File: config.mk
export PLATFORM = sky130hd
export DESIGN_NAME = ipp_presenter
export DESIGN_NICKNAME = d
export VERILOG_FILES = /design/src/rtl/ipp_pkg.sv /design/src/rtl/ipp_prio_enc.sv /design/src/rtl/ipp_pend_buf.sv /design/src/rtl/ipp_cppr_ctl.sv /design/src/rtl/ipp_presenter.sv
export SDC_FILE = /design/constraint.sdc
export NUM_CORES = 1
export LEC_CHECK = 0
export BUFFER_PORTS_ARGS = -buffer_cell sky130_fd_sc_hd__buf_2
export CAP_MARGIN = 20
export CORE_MARGIN = 2
export CORE_UTILIZATION = 52
export CTS_CLUSTER_DIAMETER = 80
export DETAILED_ROUTE_END_ITERATION = 12
export HOLD_SLACK_MARGIN = 0.12
export PLACE_DENSITY = 0.91
export SLEW_MARGIN = 20
export SYNTH_ARGS = -nofsm -noshare
export SYNTH_HDL_FRONTEND = slang
export SYNTH_SLANG_ARGS = --single-unit
File: constraint.sdc
create_clock -name clk -period 4.7 [get_ports clk]
set_input_delay 1.175 -clock clk [delete_from_list [all_inputs] [get_ports clk]]
set_output_delay 1.175 -clock clk [all_outputs]
set_load 0.02 [all_outputs]
File: src/rtl/ipp_pkg.sv
package ipp_pkg;
  localparam int          REG_W      = 8;
  localparam int          EO_BIT     = 7;
  localparam logic [7:0]  RAW_EMPTY  = 8'hFF;

  typedef logic [REG_W-1:0] byte_t;

  function automatic byte_t min_byte(input byte_t a, input byte_t b);
    return (a < b) ? a : b;
  endfunction
endpackage

File: src/rtl/ipp_prio_enc.sv
module ipp_prio_enc
  import ipp_pkg::*;
#(
  parameter int NPRIO = 8
) (
  input  logic [NPRIO-1:0] vec,
  output byte_t            prio
);
  logic [NPRIO-1:0] by_prio;

  // reorder so index equals priority number
  for (genvar g = 0; g < NPRIO; g++) begin : g_rev
    assign by_prio[g] = vec[NPRIO-1-g];
  end

  always_comb begin
    prio = RAW_EMPTY;
    for (int p = NPRIO-1; p >= 0; p--) begin
      if (by_prio[p]) prio = byte_t'(p);
    end
  end
endmodule

File: src/rtl/ipp_pend_buf.sv
module ipp_pend_buf #(
  parameter int NPRIO = 8,
  localparam int PW = (NPRIO > 1) ? $clog2(NPRIO) : 1
) (
  input  logic             clk,
  input  logic             rst_n,
  input  logic             set_fire,
  input  logic [PW-1:0]    set_prio,
  input  logic             clr_fire,
  input  logic [PW-1:0]    clr_prio,
  output logic [NPRIO-1:0] ipb_q,
  output logic [NPRIO-1:0] ipb_next
);
  logic [NPRIO-1:0] set_mask, clr_mask;

  always_comb begin
    for (int i = 0; i < NPRIO; i++) begin
      set_mask[i] = set_fire && (int'(set_prio) == NPRIO-1-i);
      clr_mask[i] = clr_fire && (int'(clr_prio) == NPRIO-1-i);
    end
  end

  // clear of the accepted level first, new marks on top
  assign ipb_next = (ipb_q & ~clr_mask) | set_mask;

  always_ff @(posedge clk or negedge rst_n) begin
    if (!rst_n) ipb_q <= '0;
    else        ipb_q <= ipb_next;
  end
endmodule

File: src/rtl/ipp_cppr_ctl.sv
module ipp_cppr_ctl
  import ipp_pkg::*;
#(
  parameter int NPRIO = 8
) (
  input  logic  clk,
  input  logic  rst_n,
  input  logic  wr_fire,
  input  byte_t wr_val,
  input  logic  acc_take,
  input  byte_t acc_prio,
  output byte_t cppr_q,
  output byte_t cppr_next
);
  localparam byte_t MAX_PRIO = byte_t'(NPRIO-1);

  logic wr_legal;
  assign wr_legal = wr_fire && (wr_val <= MAX_PRIO);

  always_comb begin
    if (wr_legal)      cppr_next = wr_val;
    else if (acc_take) cppr_next = acc_prio;
    else               cppr_next = cppr_q;
  end

  always_ff @(posedge clk or negedge rst_n) begin
    if (!rst_n) cppr_q <= '0;
    else        cppr_q <= cppr_next;
  end
endmodule

File: src/rtl/ipp_presenter.sv
module ipp_presenter
  import ipp_pkg::*;
#(
  parameter int NPRIO = 8,
  localparam int PW = (NPRIO > 1) ? $clog2(NPRIO) : 1
) (
  input  logic             clk,
  input  logic             rst_n,
  input  logic             set_valid,
  input  logic [PW-1:0]    set_prio,
  input  logic             cppr_wr,
  input  logic [7:0]       cppr_wdata,
  input  logic             acc_valid,
  output logic             acc_rsp_valid,
  output logic [15:0]      acc_rsp_data,
  output logic [NPRIO-1:0] ipb_o,
  output logic [7:0]       pipr_o,
  output logic             irq_o
);
  byte_t            cppr_q, cppr_next;
  byte_t            nsr_q, nsr_next;
  byte_t            pipr_q, pipr_next;
  byte_t            cur_raw, nxt_raw;
  logic [NPRIO-1:0] ipb_q, ipb_next;
  logic             acc_take, exc_next;

  assign acc_take = acc_valid && nsr_q[EO_BIT];

  ipp_prio_enc #(.NPRIO(NPRIO)) u_enc_cur (.vec(ipb_q),    .prio(cur_raw));
  ipp_prio_enc #(.NPRIO(NPRIO)) u_enc_nxt (.vec(ipb_next), .prio(nxt_raw));

  ipp_pend_buf #(.NPRIO(NPRIO)) u_pend (
    .clk      (clk),
    .rst_n    (rst_n),
    .set_fire (set_valid),
    .set_prio (set_prio),
    .clr_fire (acc_take),
    .clr_prio (cur_raw[PW-1:0]),
    .ipb_q    (ipb_q),
    .ipb_next (ipb_next)
  );

  ipp_cppr_ctl #(.NPRIO(NPRIO)) u_cppr (
    .clk       (clk),
    .rst_n     (rst_n),
    .wr_fire   (cppr_wr),
    .wr_val    (cppr_wdata),
    .acc_take  (acc_take),
    .acc_prio  (cur_raw),
    .cppr_q    (cppr_q),
    .cppr_next (cppr_next)
  );

  // evaluate on post-event state
  assign exc_next  = nxt_raw < cppr_next;
  assign pipr_next = min_byte(nxt_raw, cppr_next);
  assign nsr_next  = exc_next ? byte_t'(1 << EO_BIT) : '0;

  always_ff @(posedge clk or negedge rst_n) begin
    if (!rst_n) begin
      nsr_q         <= '0;
      pipr_q        <= '0;
      acc_rsp_valid <= 1'b0;
      acc_rsp_data  <= '0;
    end else begin
      nsr_q         <= nsr_next;
      pipr_q        <= pipr_next;
      acc_rsp_valid <= acc_valid;
      if (acc_valid) acc_rsp_data <= {nsr_q, cppr_q};
    end
  end

  assign ipb_o  = ipb_q;
  assign pipr_o = pipr_q;
  assign irq_o  = nsr_q[EO_BIT];
endmodule

== Word-level counts from Yosys, hierarchy flattened ==
Index checks and enable logic that the tools add are counted.

* Input port bits: 16
* Register bits: 49
* Output and inout bits: 34

* Order comparisons: 2
* Multiplexer cells: 20
* Reductions and logical operators: 20
* Bitwise operators: 3
* Equality and inequality tests: 14

{| class="wikitable"
|+ Operators with widths
! cell !! number
|-
| $mux 8 || 20
|-
| $eq 3x3->1 const B || 8
|-
| $logic_and 1x1->1 || 18
|-
| $eq 3x2->1 const B || 4
|-
| $and 8x8->8 || 1
|-
| $le 8x3->1 const B || 1
|-
| $lt 8x8->1 || 1
|-
| $not 8->8 || 1
|-
| $or 8x8->8 || 1
|-
| $eq 3x1->1 const B || 2
|-
| $logic_not 3->1 || 2
|}

== Logic depth before layout (Yosys ltp) ==
Gate-level depths: netlist of the first run.

* Word-level depth: 23
* Depth in mapped cells: 14

== Hierarchy ==
Synthesis of the first run repeated with hierarchy kept, for this count alone.

* Cell total of the unflattened synthesis: 157
* Area, all modules: 1881.8 um^2

{| class="wikitable"
|+ Modules (own cells, without submodules)
! module !! area each (um^2) !! times used !! cells an instance !! seq. area each (um^2)
|-
| ipp_presenter || 944.7 || 1 || 70 || 475.5
|-
| ipp_pend_buf || 381.6 || 1 || 30 || 200.2
|-
| ipp_cppr_ctl || 370.4 || 1 || 27 || 200.2
|-
| ipp_prio_enc || 92.6 || 2 || 15 || 0.0
|}

== Worst setup path after synthesis of the first run ==
OpenSTA, ideal clock, no wires.

* Path kind: input to register
* Start: in acc_valid
* End: reg pipr_q[1] (netlist: pipr_o[1])
* Stages on the path: 12
* Setup time: 125 ps
* Required time: 4575 ps
* Buffers on the path: 3
* Path slack: 479 ps
* Arrival time: 4096 ps
* Cell sequence: buf_2 nand2_1 clkbuf_1 maj3_1 o31ai_1 nand3b_1 inv_1 ha_1 a211o_1 o41ai_2 buf_6 mux2_4

* Word-level cells in the longest chain between the ends: 15
* Elaborated cells on any way between the ends: 24

{| class="wikitable"
|+ RTL lines
! element !! line !! source
|-
| from (decl) || ipp_presenter.sv:13 || <nowiki>input logic acc_valid,</nowiki>
|-
| $logic_and 1x1->1 (*) || ipp_presenter.sv:27 || <nowiki>assign acc_take = acc_valid && nsr_q[EO_BIT];</nowiki>
|-
| $logic_and 1x1->1 || ipp_pend_buf.sv:19 || <nowiki>clr_mask[i] = clr_fire && (int'(clr_prio) == NPRIO-1-i);</nowiki>
|-
| $not 8->8 || ipp_pend_buf.sv:24 || <nowiki>assign ipb_next = (ipb_q & ~clr_mask) | set_mask;</nowiki>
|-
| $and 8x8->8 || ipp_pend_buf.sv:24 ||
|-
| $or 8x8->8 || ipp_pend_buf.sv:24 ||
|-
| $mux 8 (8 in a row) || ipp_prio_enc.sv:19 || <nowiki>if (by_prio[p]) prio = byte_t'(p);</nowiki>
|-
| $lt 8x8->1 || ipp_pkg.sv:9 || <nowiki>return (a < b) ? a : b;</nowiki>
|-
| $mux 8 (*) || ipp_pkg.sv:9 ||
|-
| named net pipr_next[1] || ipp_presenter.sv:22 || <nowiki>byte_t pipr_q, pipr_next;</nowiki>
|-
| to (signal assigned) || ipp_presenter.sv:67 || <nowiki>pipr_q <= pipr_next;</nowiki>
|-
| to (decl) || ipp_presenter.sv:22 ||
|}

Mark *: on every way through the listed nets, which the timed path passes. The rest lies on a longest branch.
A chain may end at the register's enable or synchronous reset.

== Worst setup path in the final report of the first run ==
Ends and elaborated chain as after synthesis.

==> impl_metrics.env, run 1 <==
export IMPL_outcome="finished, final reports clean"
export IMPL_dp_hpwl_um=2950
export IMPL_clock_sinks=35
export IMPL_period_share_pct=88.1
export IMPL_cp_end_kind="flop"
export IMPL_rows=21
export IMPL_dr_wl_met3_um=275
export IMPL_min_period_ns=4.14
export IMPL_synth_area_per_cell_um2=10.7
export IMPL_fin_nets=242
export IMPL_cts_root_buf="clkbuf_4"
export IMPL_cts_hold_buf=0
export IMPL_path_clk_slew_ns=0.11
export IMPL_async_flop_share_pct=100
export IMPL_r2r_end="pipr_o[1]$_DFF_PN0_"
export IMPL_finalSetupViolCount=0
export IMPL_power_density_mw_per_mm2=621
export IMPL_grt_max_degree=36
export IMPL_num_fill_cells=289
export IMPL_wl_met2_um=1780
export IMPL_pwr_share_clk_pct=12.1
export IMPL_start_util_pct=54.9
export IMPL_min_path_type="reg -> reg"
export IMPL_worstHoldEndpoint="acc_rsp_data[3]$_DFFE_PN0P_"
export IMPL_skew_ns=0.00769
export IMPL_worstPathCellList="buf_2, nand4bb_1, or4_4, nor3_1, o21ai_0, ha_1, a21oi_1, o21ai_0, o41ai_2, buf_12, mux2_4"
export IMPL_grt_pass1_vias=1386
export IMPL_hold_depth=1
export IMPL_worst_ep_arrival_time_ns=4.38
export IMPL_routedWlPerCell_um=14.5
export IMPL_dr_max_layer_used="met4"
export IMPL_synth_seq_cells=35
export IMPL_drive_gt1_share_pct=32.7
export IMPL_antenna_found_initial=0
export IMPL_drt_met1_wl_um=1740
export IMPL_p_sw_uw=564
export IMPL_cts_tree="done"
export IMPL_hold_violations=0
export IMPL_critPathMaxFanout=12
export IMPL_antenna_left=0
export IMPL_p_leak_nw=1.15
export IMPL_die_area_mm2=0.00404
export IMPL_slew_viol_final=0
export IMPL_io_buffer_count=42
export IMPL_setup_slack_ns=0.562
export IMPL_setup_tns_ns=0
export IMPL_drt_initial_drc_count=84
export IMPL_htree_levels=2
export IMPL_r2r_start="u_pend.ipb_q[5]$_DFF_PN0_"
export IMPL_intPower_uw=770
export IMPL_hold_ws_ns=0.514
export IMPL_r2r_slack_ns=1.01
export IMPL_design_area_mm2=0.00215
export IMPL_ys_warnings_count=0
export IMPL_finalWirelength_um=3850
export IMPL_diodes=0
export IMPL_viasPerCell=5.43
export IMPL_synthesis_instances=173
export IMPL_die_x_um=63.6
export IMPL_ios=50
export IMPL_postCtsSetupBuffers=0
export IMPL_worstRegToRegCells=10
export IMPL_synth_edff_count=0
export IMPL_relSlewSlack_pct=49.6
export IMPL_hp_start="u_cppr.cppr_q[3]$_DFF_PN0_"
export IMPL_drv_cap=0
export IMPL_p_sw_share_pct=42.3
export IMPL_numCtsBuffers=5
export IMPL_cp_startpoint="acc_valid"
export IMPL_netlist_area_mm2=0.00185
export IMPL_die_h_um=63.6
export IMPL_clk_path_buf_depth=2
export IMPL_pwr_share_comb_pct=53.9
export IMPL_grt_pass1_wl_um=6610
export IMPL_final_common_cell="buf_2"
export IMPL_place_area_mm2=0.00209
export IMPL_max_stage_delay_ns=0.53
export IMPL_irDropWorstVdd_mv=0.463
export IMPL_synth_cell_types=46
export IMPL_core_mm2=0.00336
export IMPL_rsz0062_at_grt="false"
export IMPL_post_cts_resized=0
export IMPL_gr_total_overflow=0
export IMPL_worst_slew_pin_slew_ns=0.756
export IMPL_synth_flop_cell="dfrtp_1"
export IMPL_dpl_worst_slack_ns=0.215
export IMPL_cpMaxStageDelayCell="or4_4"
export IMPL_clk_latency_ns=0.35
export IMPL_gp_routability_congestion=0.928
export IMPL_worstPathRequired_ns=4.94
export IMPL_grt_usage_pct=21.4
export IMPL_max_freq_mhz=242
export IMPL_layout_common_cells="buf_2, dfrtp_1, o21ai_0"
export IMPL_crit_path_start_kind="primary input"
export IMPL_drc=0
export IMPL_route_vias_total=1444
export IMPL_area_growth_pct=16.3
export IMPL_pwr_share_seq_pct=34.0
export IMPL_path_class="in -> reg"
export IMPL_crit_top_cell="o21ai_0"
export IMPL_dr_pass1_iters=4
export IMPL_ys_seq_area_share_pct=47.5
## metal layers
| layer | up-vias | GRT usage, % |
|---|---|---|
| li1 | 696 | - |
| met1 | 690 | 28.3 |
| met2 | 51 | 32.4 |
| met3 | 7 | 7.50 |
| met4 | 0 | 7.88 |
| met5 | - | 0 |
## worst max-delay path: cells and delay by family
| family | cells | cell delay, ns |
|---|---|---|
| AND/OR/NAND/NOR | 3 | 1.09 |
| adder cells (fa/ha/maj) | 1 | 0.39 |
| buffers and inverters | 2 | 0.42 |
| AO/OA/AOI/OAI | 4 | 1.01 |
| multiplexers | 1 | 0.29 |
## cell usage after synthesis (all sizes together) (3+ instances only)
cell type  count  area [um2]
or2            3        18.8
a211oi         3        27.5
inv           13        48.8
buf           10        73.8
mux2          10         120
dfrtp         35         876
nor2          10        37.5
mux2i          6        60.1
ha             7        87.6
o21ai         15        75.1
nand2         11        41.3
a21oi          6        30.0
and2           6        37.5
a211o          3        26.3
## power by group through the flow
stage	clock (mW)	sequential (mW)	combinational, mW
global route	0.185	0.464	0.786
floorplan	0	0.522	0.442
CTS	0.165	0.451	0.719
detailed placement	0	0.457	0.716
finish	0.162	0.453	0.719
global placement	0	0.455	0.691
## cells by family (layout without fill, tap and decap cells)
family,Yosys count,after routing,share of synthesized area (%)
adder cells (fa/ha/maj),9,9,5.83
AND/OR/NAND/NOR,46,46,13.8
buffers and inverters,25,66,7.05
multiplexers,16,16,9.76
other,1,7,0.203
flip-flops,35,35,47.5
AO/OA/AOI/OAI,41,41,15.9
## state kept, by name, summed over array words and instances (netlist names)
signal         cells
acc_rsp_data       9
pipr_o             8
u_cppr.cppr_q      8
u_pend.ipb_q       8
acc_rsp_valid      1
nsr_q              1
## worst max path at each step
| stage | end | slack, ns |
|---|---|---|
| floorplan | pipr_o[1]$_DFF_PN0_ | 0.48 |
| global placement | pipr_o[2]$_DFF_PN0_ | 0.31 |
| detailed placement | pipr_o[2]$_DFF_PN0_ | 0.21 |
| CTS | pipr_o[2]$_DFF_PN0_ | 0.57 |
| global route | pipr_o[1]$_DFF_PN0_ | 0.31 |
| finish | pipr_o[1]$_DFF_PN0_ | 0.56 |
## cell type report
cell class,count,area (um2),share of cell area (%)
tap,46,57.6,2.68
multi-input combinational,119,862,40.2
inverter,13,48.8,2.27
sequential,35,876,40.8
timing repair buffer,45,245,11.4
clock inverter,3,20.0,0.932
clock buffer,5,37.5,1.75
## metrics by stage
step	cells	utilization, %	total power [mW]
6_report	266	63.8	1.33
5_1_grt	266	63.8	1.44
4_1_cts	266	63.8	1.34
3_5_place_dp	258	62.1	1.17
3_3_place_gp	258	62.1	1.15
2_1_floorplan	179	-	0.963
No activity file was read; power rests on OpenSTA's default activity.
==> inputs of run 2 (changes only) <==
--- a/config.mk
+++ b/config.mk
@@ -6,13 +6,13 @@
 export NUM_CORES = 1
 export LEC_CHECK = 0
 export BUFFER_PORTS_ARGS = -buffer_cell sky130_fd_sc_hd__buf_2
-export CAP_MARGIN = 20
+export CAP_MARGIN = 10
 export CORE_MARGIN = 2
 export CORE_UTILIZATION = 52
 export CTS_CLUSTER_DIAMETER = 80
 export DETAILED_ROUTE_END_ITERATION = 12
-export HOLD_SLACK_MARGIN = 0.12
-export PLACE_DENSITY = 0.91
+export HOLD_SLACK_MARGIN = 0.05
+export PLACE_DENSITY = 0.79
 export SLEW_MARGIN = 20
 export SYNTH_ARGS = -nofsm -noshare
 export SYNTH_HDL_FRONTEND = slang
==> run 2 against run 1 <==
Net effect:
- via count did not move
- wire length down 3.3%
- critical path depth stayed put
- final cell count up 1.1%
- sequential power about the same
- largest power group unchanged
==> impl_metrics.env, run 2 (synthesized netlist as in run 1, its figures left out) <==
export IMPL_min_period_ns=3.98
export IMPL_rows=21
export IMPL_htree_levels=2
export IMPL_largest_reg_flops=9
export IMPL_fin_util_pct=65.0
export IMPL_dr_pass1_iters=4
export IMPL_crit_path_start_kind="primary input"
export IMPL_viasPerCell=5.37
export IMPL_cp_end_kind="flop"
export IMPL_place_area_mm2=0.00210
export IMPL_path_class="in -> reg"
export IMPL_outcome="finished, final reports clean"
export IMPL_design_area_mm2=0.00219
export IMPL_slew_viol_final=0
export IMPL_antenna_left=0
export IMPL_hold_depth=1
export IMPL_fin_nets=245
export IMPL_numCtsBuffers=5
export IMPL_dp_hpwl_um=2800
export IMPL_stdcell_count=269
export IMPL_irDropWorstVdd_mv=0.420
export IMPL_gr_total_overflow=0
export IMPL_rsz0062_at_grt="false"
export IMPL_critPathMaxFanout=9
export IMPL_path_clk_slew_ns=0.10
export IMPL_cts_hold_buf=0
export IMPL_drv_cap=0
export IMPL_regMostFlops="acc_rsp_data"
export IMPL_cts_tree="done"
export IMPL_grt_pass1_vias=1389
export IMPL_start_util_pct=54.9
export IMPL_num_fill_cells=302
export IMPL_register_area_um2=876
export IMPL_grt_pass1_wl_um=6520
export IMPL_setup_tns_ns=0
export IMPL_drt_initial_drc_count=66
export IMPL_finalWirelength_um=3730
export IMPL_core_mm2=0.00336
export IMPL_antenna_found_initial=0
export IMPL_die_h_um=63.6
export IMPL_routedWlPerCell_um=13.9
export IMPL_hold_ws_ns=0.511
export IMPL_clk_path_buf_depth=2
export IMPL_route_vias_total=1444
export IMPL_ios=50
export IMPL_p_leak_nw=1.18
export IMPL_hold_violations=0
export IMPL_worst_ep_arrival_time_ns=4.21
export IMPL_skew_ns=0.00248
export IMPL_io_buffer_count=42
export IMPL_min_path_type="reg -> reg"
export IMPL_worstPathRequired_ns=4.93
export IMPL_drc=0
export IMPL_grt_max_degree=36
export IMPL_clock_sinks=35
export IMPL_finalSetupViolCount=0
export IMPL_gp_routability_congestion=0.866
export IMPL_setup_slack_ns=0.721
export IMPL_worst_slew_pin_slew_ns=0.765
export IMPL_max_freq_mhz=251
export IMPL_place_inst=261
export IMPL_die_x_um=63.6
export IMPL_cts_root_buf="clkbuf_4"
export IMPL_multi_input_area_um2=862
export IMPL_die_area_mm2=0.00404
export IMPL_relSlewSlack_pct=49.0
export IMPL_power_density_mw_per_mm2=619
export IMPL_diodes=0
export IMPL_grt_usage_pct=20.7
export IMPL_layout_common_cells="buf_2, dfrtp_1, o21ai_0"
export IMPL_dpl_worst_slack_ns=0.416
export IMPL_p_total_mw=1.35
export IMPL_post_cts_resized=0
export IMPL_drive_gt1_share_pct=33.6
export IMPL_clk_latency_ns=0.33
export IMPL_period_share_pct=84.7
export IMPL_area_growth_pct=18.4
export IMPL_postCtsSetupBuffers=0
export IMPL_final_common_cell="buf_2"
export IMPL_worstRegToRegCells=10
==> run 2: cell types whose count changed in the layout (fill, tap and decap cells not counted) <==
cell	change
buf_4	+4
clkinvlp_4	-2
buf_12	-1
bufinv_16	+1
clkbuf_8	+1
==> run 2: path summary, 6_finish.rpt <==
check,slack [ns],to,startpoint
min in group asynchronous,0.90,pipr_o[4]$_DFF_PN0_,rst_n
worst min register to register,0.51,acc_rsp_data[5]$_DFFE_PN0P_,acc_rsp_data[5]$_DFFE_PN0P_
worst min-delay path,0.51,acc_rsp_data[5]$_DFFE_PN0P_,acc_rsp_data[5]$_DFFE_PN0P_
worst max-delay path,0.72,pipr_o[2]$_DFF_PN0_,acc_valid
max in group asynchronous,3.32,pipr_o[0]$_DFF_PN0_,rst_n
worst max register to register,1.03,pipr_o[2]$_DFF_PN0_,u_pend.ipb_q[5]$_DFF_PN0_
==> run 2: area by class of cell <==
class | count | area share, %
sequential | 35 | 40.1
multi-input combinational | 119 | 39.4
timing repair buffer | 48 | 11.7
tap | 46 | 2.63
clock buffer | 6 | 2.35
inverter | 13 | 2.23
clock inverter | 2 | 1.60
==> run 2: report_power, final <==
group / switching (mW) / internal, mW / total (mW)
Clock: 0.101 / 0.126 / 0.226
Sequential: 0.0686 / 0.381 / 0.450
Combinational: 0.376 / 0.301 / 0.678
==> run 2: per-layer routing <==
| metal | up-vias | GRT usage, % | routed length (um) |
|---|---|---|---|
| li1 | 699 | - | - |
| met1 | 695 | 28.5 | 1750 |
| met2 | 43 | 31.4 | 1710 |
| met3 | 7 | 5.89 | 203 |
| met4 | 0 | 6.79 | 65 |
| met5 | - | 0 | 0 |
==> run 2: worst max-delay path: stages <==
cell       delay, ns
buf_2           0.10
nand4bb_1       0.15
or4_4           0.53
nor3_1          0.41
o21ai_0         0.27
ha_1            0.39
a21oi_1         0.15
o21ai_0         0.13
o41ai_2         0.34
buf_4           0.25
mux2_4          0.31
